<file path="src/rtl/dacfe_pkg.sv">
package dacfe_pkg;

  typedef enum logic [1:0] {
    IN_HOLD  = 2'd0,
    IN_LOW   = 2'd1,
    IN_HIGH  = 2'd2,
    IN_SHIFT = 2'd3
  } in_op_e;

  function automatic in_op_e decode_in_op(input logic lo_n, input logic hi_n);
    case ({lo_n, hi_n})
      2'b00:   return IN_SHIFT;
      2'b01:   return IN_LOW;
      2'b10:   return IN_HIGH;
      default: return IN_HOLD;
    endcase
  endfunction

endpackage

</file>
<file path="src/rtl/dacfe_sync.sv">
module dacfe_sync #(
  parameter int   STAGES  = 2,
  parameter logic RST_VAL = 1'b0
) (
  input  logic clk,
  input  logic rst_n,
  input  logic d,
  output logic q
);
  logic [STAGES-1:0] stg_q;
  logic [STAGES-1:0] stg_d;

  always_comb begin
    stg_d = {stg_q[STAGES-2:0], d};
  end

  always_ff @(posedge clk or negedge rst_n) begin
    if (!rst_n) stg_q <= {STAGES{RST_VAL}};
    else        stg_q <= stg_d;
  end

  assign q = stg_q[STAGES-1];
endmodule

</file>
<file path="src/rtl/dacfe_strobe.sv">
module dacfe_strobe
  import dacfe_pkg::*;
#(
  parameter int BYTE_W = 8,
  parameter int STAGES = 2
) (
  input  logic              clk,
  input  logic              rst_n,
  input  logic              wr_n,
  input  logic              cs_n,
  input  logic              lo_sel_n,
  input  logic              hi_sel_n,
  input  logic              xfer_n,
  input  logic [BYTE_W-1:0] data_in,
  output logic              fire,
  output in_op_e            op,
  output logic              xfer,
  output logic [BYTE_W-1:0] data
);
  localparam int CAP_W = BYTE_W + 4;

  logic             wr_s;
  logic             wr_prev_q;
  logic             cap_en;
  logic [CAP_W-1:0] cap_q;
  logic [CAP_W-1:0] cap_d;
  logic             rise;

  dacfe_sync #(.STAGES(STAGES), .RST_VAL(1'b1)) u_wr_sync (
    .clk(clk), .rst_n(rst_n), .d(wr_n), .q(wr_s)
  );

  always_comb begin
    cap_en = ~wr_s;
    cap_d  = {cs_n, lo_sel_n, hi_sel_n, xfer_n, data_in};
    rise   = wr_s & ~wr_prev_q;
  end

  always_ff @(posedge clk or negedge rst_n) begin
    if (!rst_n) wr_prev_q <= 1'b1;
    else        wr_prev_q <= wr_s;
  end

  always_ff @(posedge clk or negedge rst_n) begin
    if (!rst_n)      cap_q <= {CAP_W{1'b1}};
    else if (cap_en) cap_q <= cap_d;
  end

  assign fire = rise & ~cap_q[CAP_W-1];
  assign op   = decode_in_op(cap_q[CAP_W-2], cap_q[CAP_W-3]);
  assign xfer = ~cap_q[CAP_W-4];
  assign data = cap_q[BYTE_W-1:0];

  p_single_fire_r10: assert property (@(posedge clk) disable iff (!rst_n)
    fire |=> !fire);
  p_fire_after_release_r10: assert property (@(posedge clk) disable iff (!rst_n)
    fire |-> $past(!wr_s));
endmodule

</file>
<file path="src/rtl/dacfe_input_pair.sv">
module dacfe_input_pair
  import dacfe_pkg::*;
#(
  parameter int BYTE_W = 8
) (
  input  logic                clk,
  input  logic                rst_n,
  input  logic                clr,
  input  logic                fire,
  input  in_op_e              op,
  input  logic [BYTE_W-1:0]   data,
  output logic [2*BYTE_W-1:0] word
);
  localparam int WORD_W = 2 * BYTE_W;

  logic [WORD_W-1:0] word_q;
  logic [WORD_W-1:0] word_d;
  logic              word_en;

  always_comb begin
    word_d  = word_q;
    word_en = clr | (fire & (op != IN_HOLD));
    if (clr) begin
      word_d = '0;
    end else begin
      case (op)
        IN_LOW:   word_d[BYTE_W-1:0]      = data;
        IN_HIGH:  word_d[WORD_W-1:BYTE_W] = data;
        IN_SHIFT: word_d = {word_q[WORD_W-2:0], data[0]};
        default:  word_d = word_q;
      endcase
    end
  end

  always_ff @(posedge clk or negedge rst_n) begin
    if (!rst_n)       word_q <= '0;
    else if (word_en) word_q <= word_d;
  end

  assign word = word_q;

  p_idle_hold_r2: assert property (@(posedge clk) disable iff (!rst_n)
    (!fire && !clr) |=> $stable(word_q));
  p_shift_r6: assert property (@(posedge clk) disable iff (!rst_n)
    (fire && !clr && op == IN_SHIFT) |=> word_q == {$past(word_q[WORD_W-2:0]), $past(data[0])});
  p_clear_in_r8: assert property (@(posedge clk) disable iff (!rst_n)
    clr |=> word_q == '0);
endmodule

</file>
<file path="src/rtl/dacfe_out_reg.sv">
module dacfe_out_reg #(
  parameter int WORD_W = 16
) (
  input  logic              clk,
  input  logic              rst_n,
  input  logic              clr,
  input  logic              load,
  input  logic              unipolar,
  input  logic [WORD_W-1:0] word_in,
  output logic [WORD_W-1:0] code_out
);
  logic [WORD_W-1:0] out_q;
  logic [WORD_W-1:0] out_d;
  logic              out_en;

  always_comb begin
    out_en   = clr | load;
    out_d    = clr ? '0 : word_in;
    code_out = {out_q[WORD_W-1] ^ unipolar, out_q[WORD_W-2:0]};
  end

  always_ff @(posedge clk or negedge rst_n) begin
    if (!rst_n)      out_q <= '0;
    else if (out_en) out_q <= out_d;
  end

  p_out_hold_r5: assert property (@(posedge clk) disable iff (!rst_n)
    (!load && !clr) |=> $stable(out_q));
  p_prewrite_copy_r7: assert property (@(posedge clk) disable iff (!rst_n)
    (load && !clr) |=> out_q == $past(word_in));
  p_clear_out_r8: assert property (@(posedge clk) disable iff (!rst_n)
    clr |=> out_q == '0);
  p_msb_flip_r9: assert property (@(posedge clk) disable iff (!rst_n)
    unipolar |-> (code_out[WORD_W-1] != out_q[WORD_W-1]));
endmodule

</file>
<file path="src/rtl/dac_input_frontend.sv">
module dac_input_frontend
  import dacfe_pkg::*;
#(
  parameter int BYTE_W = 8,
  parameter int STAGES = 2
) (
  input  logic                clk,
  input  logic                rst_n,
  input  logic                cs_n,
  input  logic                wr_n,
  input  logic                lo_sel_n,
  input  logic                hi_sel_n,
  input  logic                xfer_n,
  input  logic                clr_n,
  input  logic [BYTE_W-1:0]   data_in,
  input  logic                unipolar,
  output logic [2*BYTE_W-1:0] code_out
);
  localparam int WORD_W = 2 * BYTE_W;

  logic              rst_sn;
  logic              clr_req;
  logic              clr_s;
  logic              fire;
  in_op_e            op;
  logic              xfer;
  logic [BYTE_W-1:0] cap_data;
  logic [WORD_W-1:0] word;
  logic              load;

  dacfe_sync #(.STAGES(STAGES), .RST_VAL(1'b0)) u_rst_sync (
    .clk(clk), .rst_n(rst_n), .d(1'b1), .q(rst_sn)
  );

  assign clr_req = ~clr_n & ~cs_n;

  dacfe_sync #(.STAGES(STAGES), .RST_VAL(1'b0)) u_clr_sync (
    .clk(clk), .rst_n(rst_sn), .d(clr_req), .q(clr_s)
  );

  dacfe_strobe #(.BYTE_W(BYTE_W), .STAGES(STAGES)) u_strobe (
    .clk(clk), .rst_n(rst_sn), .wr_n(wr_n), .cs_n(cs_n),
    .lo_sel_n(lo_sel_n), .hi_sel_n(hi_sel_n), .xfer_n(xfer_n),
    .data_in(data_in), .fire(fire), .op(op), .xfer(xfer), .data(cap_data)
  );

  dacfe_input_pair #(.BYTE_W(BYTE_W)) u_inputs (
    .clk(clk), .rst_n(rst_sn), .clr(clr_s), .fire(fire), .op(op),
    .data(cap_data), .word(word)
  );

  assign load = fire & xfer;

  dacfe_out_reg #(.WORD_W(WORD_W)) u_out (
    .clk(clk), .rst_n(rst_sn), .clr(clr_s), .load(load),
    .unipolar(unipolar), .word_in(word), .code_out(code_out)
  );
endmodule

</file>
<file path="config.mk">
export PLATFORM = sky130hd
export DESIGN_NAME = dac_input_frontend
export DESIGN_NICKNAME = d
export VERILOG_FILES = /design/src/rtl/dacfe_pkg.sv /design/src/rtl/dacfe_sync.sv /design/src/rtl/dacfe_strobe.sv /design/src/rtl/dacfe_input_pair.sv /design/src/rtl/dacfe_out_reg.sv /design/src/rtl/dac_input_frontend.sv
export SDC_FILE = /design/constraint.sdc
export NUM_CORES = 1
export LEC_CHECK = 0
export ABC_CLOCK_PERIOD_IN_PS = 2050
export CAP_MARGIN = 20
export CORE_ASPECT_RATIO = 1.25
export CORE_UTILIZATION = 36
export CTS_CLUSTER_DIAMETER = 40
export CTS_CLUSTER_SIZE = 12
export DETAILED_ROUTE_END_ITERATION = 7
export PLACE_DENSITY = 0.57
export SETUP_SLACK_MARGIN = 0.5
export SYNTH_ARGS = -nofsm -noshare
export SYNTH_HDL_FRONTEND = slang
export SYNTH_SLANG_ARGS = --single-unit
</file>
<file path="constraint.sdc">
create_clock -name clk -period 2.05 [get_ports clk]
set_clock_uncertainty 0.15 [all_clocks]
set_input_delay 0.615 -clock clk [delete_from_list [all_inputs] [get_ports clk]]
set_output_delay 0.615 -clock clk [all_outputs]
set_load 0.02 [all_outputs]
</file>
Yosys cells after proc, flatten, opt, wreduce, memory -nomap -nowiden
Index checks and enable logic that the tools add are counted.

Bits in registers: 51. Bits of input ports: 17. Output and inout bits: 16. Logic and storage cells: 37.

Equal/unequal tests: 5. Multiplexer cells: 5. Bitwise operators: 13. Reduce and logical (&&, ||, !) cells: 6.

Operators with widths (number): $mux W16 (2); $pmux W8 S2 (2); $eq A2 B2 Y1 const B (3); $pmux W2 S3 (1); $reduce_bool A3 Y1 (2); $and A1 B1 Y1 (5); $not A1 Y1 (5); $eq A2 B1 Y1 const B (2); $reduce_and A2 Y1 (2); $logic_not A2 Y1 (1); $or A1 B1 Y1 (2); $reduce_bool A2 Y1 (1); $xor A1 B1 Y1 (1).

Depth between registers and ports, before layout
Gate-level depths: netlist (run 1).

Depth after elaboration: 6. Mapped depth: 5.

Hierarchy
Synthesis (run 1) repeated with hierarchy kept, for this count alone.

Cells, all modules: 170. Area total of the unflattened synthesis: 2351.0 sq um.

Modules (own cells, without submodules): dacfe_input_pair (instances 1, cells each 55, area each 797.0 sq um, seq. area each 400.4 sq um); dacfe_out_reg (instances 1, cells each 68, area each 782.0 sq um, seq. area each 400.4 sq um); dacfe_strobe (instances 1, cells each 38, area each 605.6 sq um, seq. area each 341.6 sq um); dacfe_sync (u_clr_sync ...) (instances 2, cells each 2, area each 50.0 sq um, seq. area each 50.0 sq um); dacfe_sync (u_strobe.u_wr_sync) (instances 1, cells each 2, area each 52.6 sq um, seq. area each 52.6 sq um); dac_input_frontend (instances 1, cells each 3, area each 13.8 sq um, seq. area each 0.0 sq um).

Worst setup path after synthesis (run 1)
No wires, ideal clock.

Path type: input to output. From: input port unipolar. To: output port code_out[15]. Arrival time: 0.969 ns. Setup slack: 0.316 ns. Stages: 1. Buffers on the path: 0. Cells stage by stage: xor2_1.

Cells in the longest elaborated chain, start to end: 1.

Ends and longest elaborated chain: start, declared (line dac_input_frontend.sv:16) `input logic unipolar,`; $xor A1 B1 Y1 (line dacfe_out_reg.sv:19) `code_out = {out_q[WORD_W-1] ^ unipolar, out_q[WORD_W-2:0]};`; end, declared (line dac_input_frontend.sv:17) `output logic [2*BYTE_W-1:0] code_out`.

Every way passes these cells.

Final worst setup path (run 1)
Ends and elaborated chain as after synthesis.

==> impl_metrics.tcl, run 1 <==
set metrics [dict create \
    dr_total_vias 1411 \
    num_rows 30 \
    syn-cell-area_mm2 0.00210 \
    cp-end-kind "output port" \
    worstPathMaxFanout 1 \
    cts.sinks 51 \
    r2r_slack_ns 0.50 \
    cts.clk_slew.worst_paths_ns 0.09 \
    io_pins 33 \
    seqCellArea_mm2 0.00130 \
    cts_buffer_depth 2 \
    numPortBuffers 32 \
    vdd_ir_drop_max_v 0.000423 \
    syn-num-nets 173 \
    finalCriticalPeriod_ns 1.76 \
    finish.utilization 0.526 \
    r2r_end "u_inputs.word[13]" \
    critPathKind "input port to output port" \
    die_area_mm2 0.00614 \
    cap_violations 0 \
    grt_pass1_vias 1477 \
    drt_iter0_drc 44 \
    mostFrequentLayoutCell "dfrtp_1" \
    yosysWarnings 0 \
    final_nets 223 \
    ant_nets 0 \
    area_growth_pct 38.3 \
    finalSetupViolCount 0 \
    cts_max_level 2 \
    dpl.hpwl_mm 2.84 \
    worstPathArrival_ns 1.00 \
    mostFrequentLayoutCells "dfrtp_1 (34), buf_4 (30), buf_6 (20), a22o_1 (16)" \
    cp-start-kind "input port" \
    multi_input_area_um2 785 \
    hold_violations 0 \
    leakagePower_nw 1.29 \
    fmax_mhz 567 \
    hp-class "flip-flop to async pin" \
    drc_errors 0 \
    antennaDiodeCount 0 \
    period_share 0.861 \
    synth.yosys.seq_area_share 0.617 \
    cts_buffers 5 \
    reg2reg_depth 3 \
    ctsHoldBuffers 0 \
    powerDensity_mw_per_mm2 744 \
    outcome "finished, final reports clean" \
    rsz0062_at_grt "yes" \
    grt_pass1_wl_mm 6.98 \
    critPathRequiredTime_ns 1.28 \
    wirelength_mm 4.15 \
    viasPerCell 5.21 \
    tightest_slew_ns 0.586 \
    fill_cells 472 \
    slew_viol_final 0 \
    relSlewSlack 0.609 \
    clkLatencyLatePin_ns 0.30 \
    grt_usage 0.147 \
    synth_cell_type_count 21 \
    drive_gt1_frac 0.541 \
    cts_root_buffer "clkbuf_8" \
    dieHeight_um 87.4 \
    antenna_found_initial 0 \
    start_util 0.380 \
    wl_per_cell_um 15.3 \
    firstDrtPassIters 4 \
    core-area_mm2 0.00552 \
    cts_tree "built" \
    synth-seq-cells 51 \
    overflow 0 \
    syn_area_per_cell_um2 13.5 \
    fp.dieW_um 70.3 \
    synthCells 156 \
    pre_cts_slack_ns -0.561 \
    place.gp.congestion 0.795 \
    grt_max_degree 27 \
    setup_ws_ns 0.286 \
    r2r_start "u_strobe.u_wr_sync.stg_q[1]" \
]
-- state kept, by name, indices dropped and copies added (netlist names) --
signal	flops
u_strobe.cap_q	12
u_rst_sync.stg_q	2
u_strobe.wr_prev_q	1
u_inputs.word	16
u_out.out_q	16
u_clr_sync.stg_q	2
u_strobe.u_wr_sync.stg_q	2
-- logic make-up after synthesis --
kind of cell,share of synthesized area
other,0.00179
buffers and inverters,0.0739
AO/OA/AOI/OAI,0.201
XOR/XNOR,0.00417
AND/OR/NAND/NOR,0.0334
multiplexers,0.0691
flip-flops,0.617
-- timing repair --
action | 4_1_cts | 5_1_grt
gates resized for setup | 113 | 15
cloned | 0 | 1
pin swaps | 9 | 6
setup endpoints to repair | 32 | 48
setup buffers | 17 | 10
-- power breakdown --
part	switching (mW)	internal, mW
combinational	0.133	0.159
clock	0.317	0.395
sequential	0.0719	1.09
total	0.521	1.64
-- area by class of cell --
| type | count | share of cell area |
|---|---|---|
| clock inverters | 2 | 0.0121 |
| flip-flops and latches | 51 | 0.447 |
| inverters | 1 | 0.00129 |
| well taps | 64 | 0.0276 |
| multi-input cells | 81 | 0.270 |
| repair buffers | 66 | 0.214 |
| clock buffers | 6 | 0.0284 |
-- metrics by stage --
| stage | hold slack [ns] | power [mW] | setup TNS (ns) | std cells | instance area [µm²] |
|---|---|---|---|---|---|
| after floorplan | 0.169 | 1.30 | 0 | 156 | 2110 |
| after global placement | 0.131 | 1.39 | -0.571 | 235 | 2420 |
| after detailed placement | 0.144 | 1.40 | -0.561 | 235 | 2420 |
| after CTS | 0.157 | 2.15 | 0 | 260 | 2760 |
| after global routing | 0.185 | 2.27 | 0 | 271 | 2900 |
| final | 0.133 | 2.16 | 0 | 271 | 2900 |
-- critical path: stages --
cell    delay, ns
buf_6        0.10
xor2_2       0.16
buf_6        0.13
-- how the worst max path moves through the flow --
stage | startpoint | depth (start not counted) | endpoint | slack (ns)
after floorplan | unipolar | 1 | code_out[15] | 0.41
after global placement | unipolar | 3 | code_out[15] | -0.57
after detailed placement | unipolar | 3 | code_out[15] | -0.56
after CTS | unipolar | 3 | code_out[15] | 0.27
after global routing | u_out.out_q[15] | 2 | code_out[15] | 0.24
final | unipolar | 3 | code_out[15] | 0.29
-- Yosys cell counts --
| library cell | instances | area (µm²) |
|---|---|---|
| a21oi_1 | 16 | 80.1 |
| a21oi_2 | 1 | 8.76 |
| a22o_1 | 16 | 140 |
| buf_2 | 7 | 35.0 |
| buf_4 | 15 | 113 |
| clkbuf_1 | 1 | 3.75 |
| conb_1 | 1 | 3.75 |
| dfrtp_1 | 36 | 901 |
| dfstp_2 | 15 | 394 |
| inv_1 | 1 | 3.75 |
| mux2_2 | 12 | 135 |
| mux2i_1 | 1 | 10.0 |
| nand2b_1 | 1 | 6.26 |
| nor2_1 | 4 | 15.0 |
| nor2_2 | 1 | 6.26 |
| nor2b_1 | 1 | 6.26 |
| nor4_4 | 1 | 21.3 |
| o21a_1 | 7 | 52.6 |
| o2bb2ai_1 | 16 | 140 |
| or4_1 | 2 | 15.0 |
| xor2_1 | 1 | 8.76 |
-- routing by layer --
| metal | vias up | global-route usage | wire length [µm] |
|---|---|---|---|
| li1 | 654 | - | - |
| met1 | 713 | 0.177 | 1800 |
| met2 | 34 | 0.250 | 2090 |
| met3 | 10 | 0.0370 | 143 |
| met4 | 0 | 0.0582 | 119 |
| met5 | - | 0 | 0 |
Note: power is estimated with default switching activity, not from simulation.
==> inputs of run 2 (changes only) <==
--- a/config.mk
+++ b/config.mk
@@ -8,11 +8,13 @@
 export ABC_CLOCK_PERIOD_IN_PS = 2050
 export CAP_MARGIN = 20
 export CORE_ASPECT_RATIO = 1.25
+export CORE_MARGIN = 2
 export CORE_UTILIZATION = 36
-export CTS_CLUSTER_DIAMETER = 40
+export CTS_CLUSTER_DIAMETER = 80
 export CTS_CLUSTER_SIZE = 12
 export DETAILED_ROUTE_END_ITERATION = 7
-export PLACE_DENSITY = 0.57
+export DONT_BUFFER_PORTS = 1
+export PLACE_DENSITY = 0.5
 export SETUP_SLACK_MARGIN = 0.5
 export SYNTH_ARGS = -nofsm -noshare
 export SYNTH_HDL_FRONTEND = slang
==> run 2 against run 1 <==
Against the previous run:
- global-route usage decreased by 1.5 points
- register-to-register slack got worse by 0.04 ns
- critical path type is now flip-flop to output port
- final cell count decreased by 19%
- combinational power shrank 24%
==> impl_metrics.tcl, run 2 (same netlist as run 1, synthesis figures left out) <==
set metrics [dict create \
    drt_iter0_drc 53 \
    worstPathArrival_ns 0.98 \
    io_pins 33 \
    start_util 0.368 \
    vdd_ir_drop_max_v 0.000471 \
    p_seq_frac 0.556 \
    overflow 0 \
    area_growth_pct 14.3 \
    hold_violations 0 \
    cap_violations 0 \
    p_int_mw 1.59 \
    grt_max_degree 50 \
    rsz0062_at_grt "yes" \
    hp-class "input port to flip-flop" \
    critPathMaxStageDelay_ns 0.42 \
    powerDensity_mw_per_mm2 868 \
    cts.clk_slew.worst_paths_ns 0.09 \
    place.gp.congestion 0.771 \
    clkLatencyLatePin_ns 0.30 \
    dpl.hpwl_mm 2.66 \
    final_nets 170 \
    numPortBuffers 0 \
    tns_ns 0 \
    crit_chain "xor2_2" \
    setup_ws_ns 0.305 \
    critPathKind "flip-flop to output port" \
    relSlewSlack 0.605 \
    cts_root_buffer "clkbuf_8" \
    p_comb_frac 0.107 \
    p_sw_mw 0.494 \
    drive_gt1_frac 0.526 \
    viasPerCell 5.44 \
    worstSetupStartpoint "u_out.out_q[15]" \
    cp-start-kind "flip-flop" \
    mostFrequentLayoutCell "dfrtp_1" \
    finalCriticalPeriod_ns 1.74 \
    firstDrtPassIters 4 \
    fp.dieW_um 72.3 \
    slowest_stage "dfrtp_1" \
    finalSetupViolCount 0 \
    antenna_found_initial 0 \
    cts_buffer_depth 2 \
    cts.sinks 51 \
    r2r_start "u_strobe.u_wr_sync.stg_q[1]" \
    pwr-share-clk 0.337 \
    mostFrequentLayoutCells "dfrtp_1 (20), a22o_1 (16), a21oi_1 (16), dfrtp_2 (16), dfstp_2 (15)" \
    grt_usage 0.132 \
    switching_share 0.237 \
    outcome "finished, final reports clean" \
    antennaDiodeCount 0 \
    slew_viol_final 0 \
    worstPathMaxFanout 2 \
    cts_tree "built" \
    pre_cts_slack_ns 0.303 \
    fmax_mhz 573 \
    grt_pass1_vias 1287 \
    critPathTopFamily "flip-flops" \
    tightest_slew_ns 0.593 \
    cts_max_level 2 \
    cp-end-kind "output port" \
    cts_buffers 5 \
    power_mw 2.08 \
    period_share 0.851 \
    drc_errors 0 \
    leakagePower_nw 0.981 \
    dieHeight_um 89.4 \
    critPathRequiredTime_ns 1.28 \
    core-area_mm2 0.00570 \
    wirelength_mm 3.88 \
    wl_per_cell_um 17.6 \
    cp_num_buf_inv 0 \
    ant_nets 0 \
    grt_pass1_wl_mm 6.44 \
    num_rows 31 \
    dr_total_vias 1197 \
    holdCritStartpoint "wr_n" \
    die_area_mm2 0.00646 \
]
-- run 2: changes by cell type in the layout (fill, tap and decap cells not counted), moves of 5 or more --
cell,delta
buf_4,-21
buf_6,-19
clkdlybuf4s50_1,-15
dfrtp_1,-14
dfrtp_2,+14
o2bb2ai_1,+5
o2bb2ai_2,-5
-- run 2: timing repair --
action	CTS	global route
gates cloned	0	1
pin swaps	10	3
endpoints found under the setup margin	40	42
buffers inserted	2	3
endpoints found under the hold margin	2	0
hold buffers	1	0
resized for setup	18	13
-- run 2: worst register-to-register path, stage by stage (launching register included) --
cell	delay [ns]
dfstp_2	0.57
nand2b_4	0.06
buf_6	0.11
nor4_4	0.28
clkbuf_16	0.23
a22o_1	0.12
-- run 2: power by group through the flow --
| stage | logic, mW | registers (mW) | clock network, mW |
|---|---|---|---|
| 6_report | 0.222 | 1.16 | 0.703 |
| 5_1_grt | 0.246 | 1.17 | 0.767 |
| 4_1_cts | 0.206 | 1.16 | 0.727 |
| 3_5_place_dp | 0.184 | 1.17 | 0 |
| 3_3_place_gp | 0.180 | 1.17 | 0 |
| 2_1_floorplan | 0.155 | 1.15 | 0 |
-- run 2: final timing paths --
| kind | cells after the start | to | slack, ns |
|---|---|---|---|
| worst max register to register | 5 | u_out.out_q[1] | 0.46 |
| worst max-delay path | 1 | code_out[15] | 0.31 |
| min in group asynchronous | 1 | u_clr_sync.stg_q[1] | 0.19 |
| worst min register to register | 1 | u_clr_sync.stg_q[1] | 0.19 |
| worst min-delay path | 0 | u_strobe.u_wr_sync.stg_q[0] | 0.16 |
| max in group asynchronous | 1 | u_out.out_q[0] | 1.12 |
-- run 2: layout make-up --
cell class | count | area (µm²)
clock buffers | 6 | 82.6
clock inverters | 2 | 35.0
fillers | 530 | 3300
inverters | 1 | 3.75
multi-input cells | 81 | 747
flip-flops and latches | 51 | 1320
well taps | 66 | 82.6
repair buffers | 13 | 134
-- run 2: per-layer routing --
metal | routed length (µm) | global-route usage
met1 | 1660 | 0.159
met2 | 1990 | 0.221
met3 | 161 | 0.0361
met4 | 64 | 0.0549
met5 | 0 | 0
-- run 2: per-stage QoR --
step / instance area (µm²) / util / instances / hold WS (ns)
floorplan: 2110 / - / 156 / 0.169
global placement: 2090 / 0.366 / 205 / 0.169
detailed placement: 2090 / 0.366 / 205 / 0.169
CTS: 2320 / 0.406 / 216 / 0.148
global route: 2400 / 0.421 / 220 / 0.138
finish: 2400 / 0.421 / 220 / 0.160
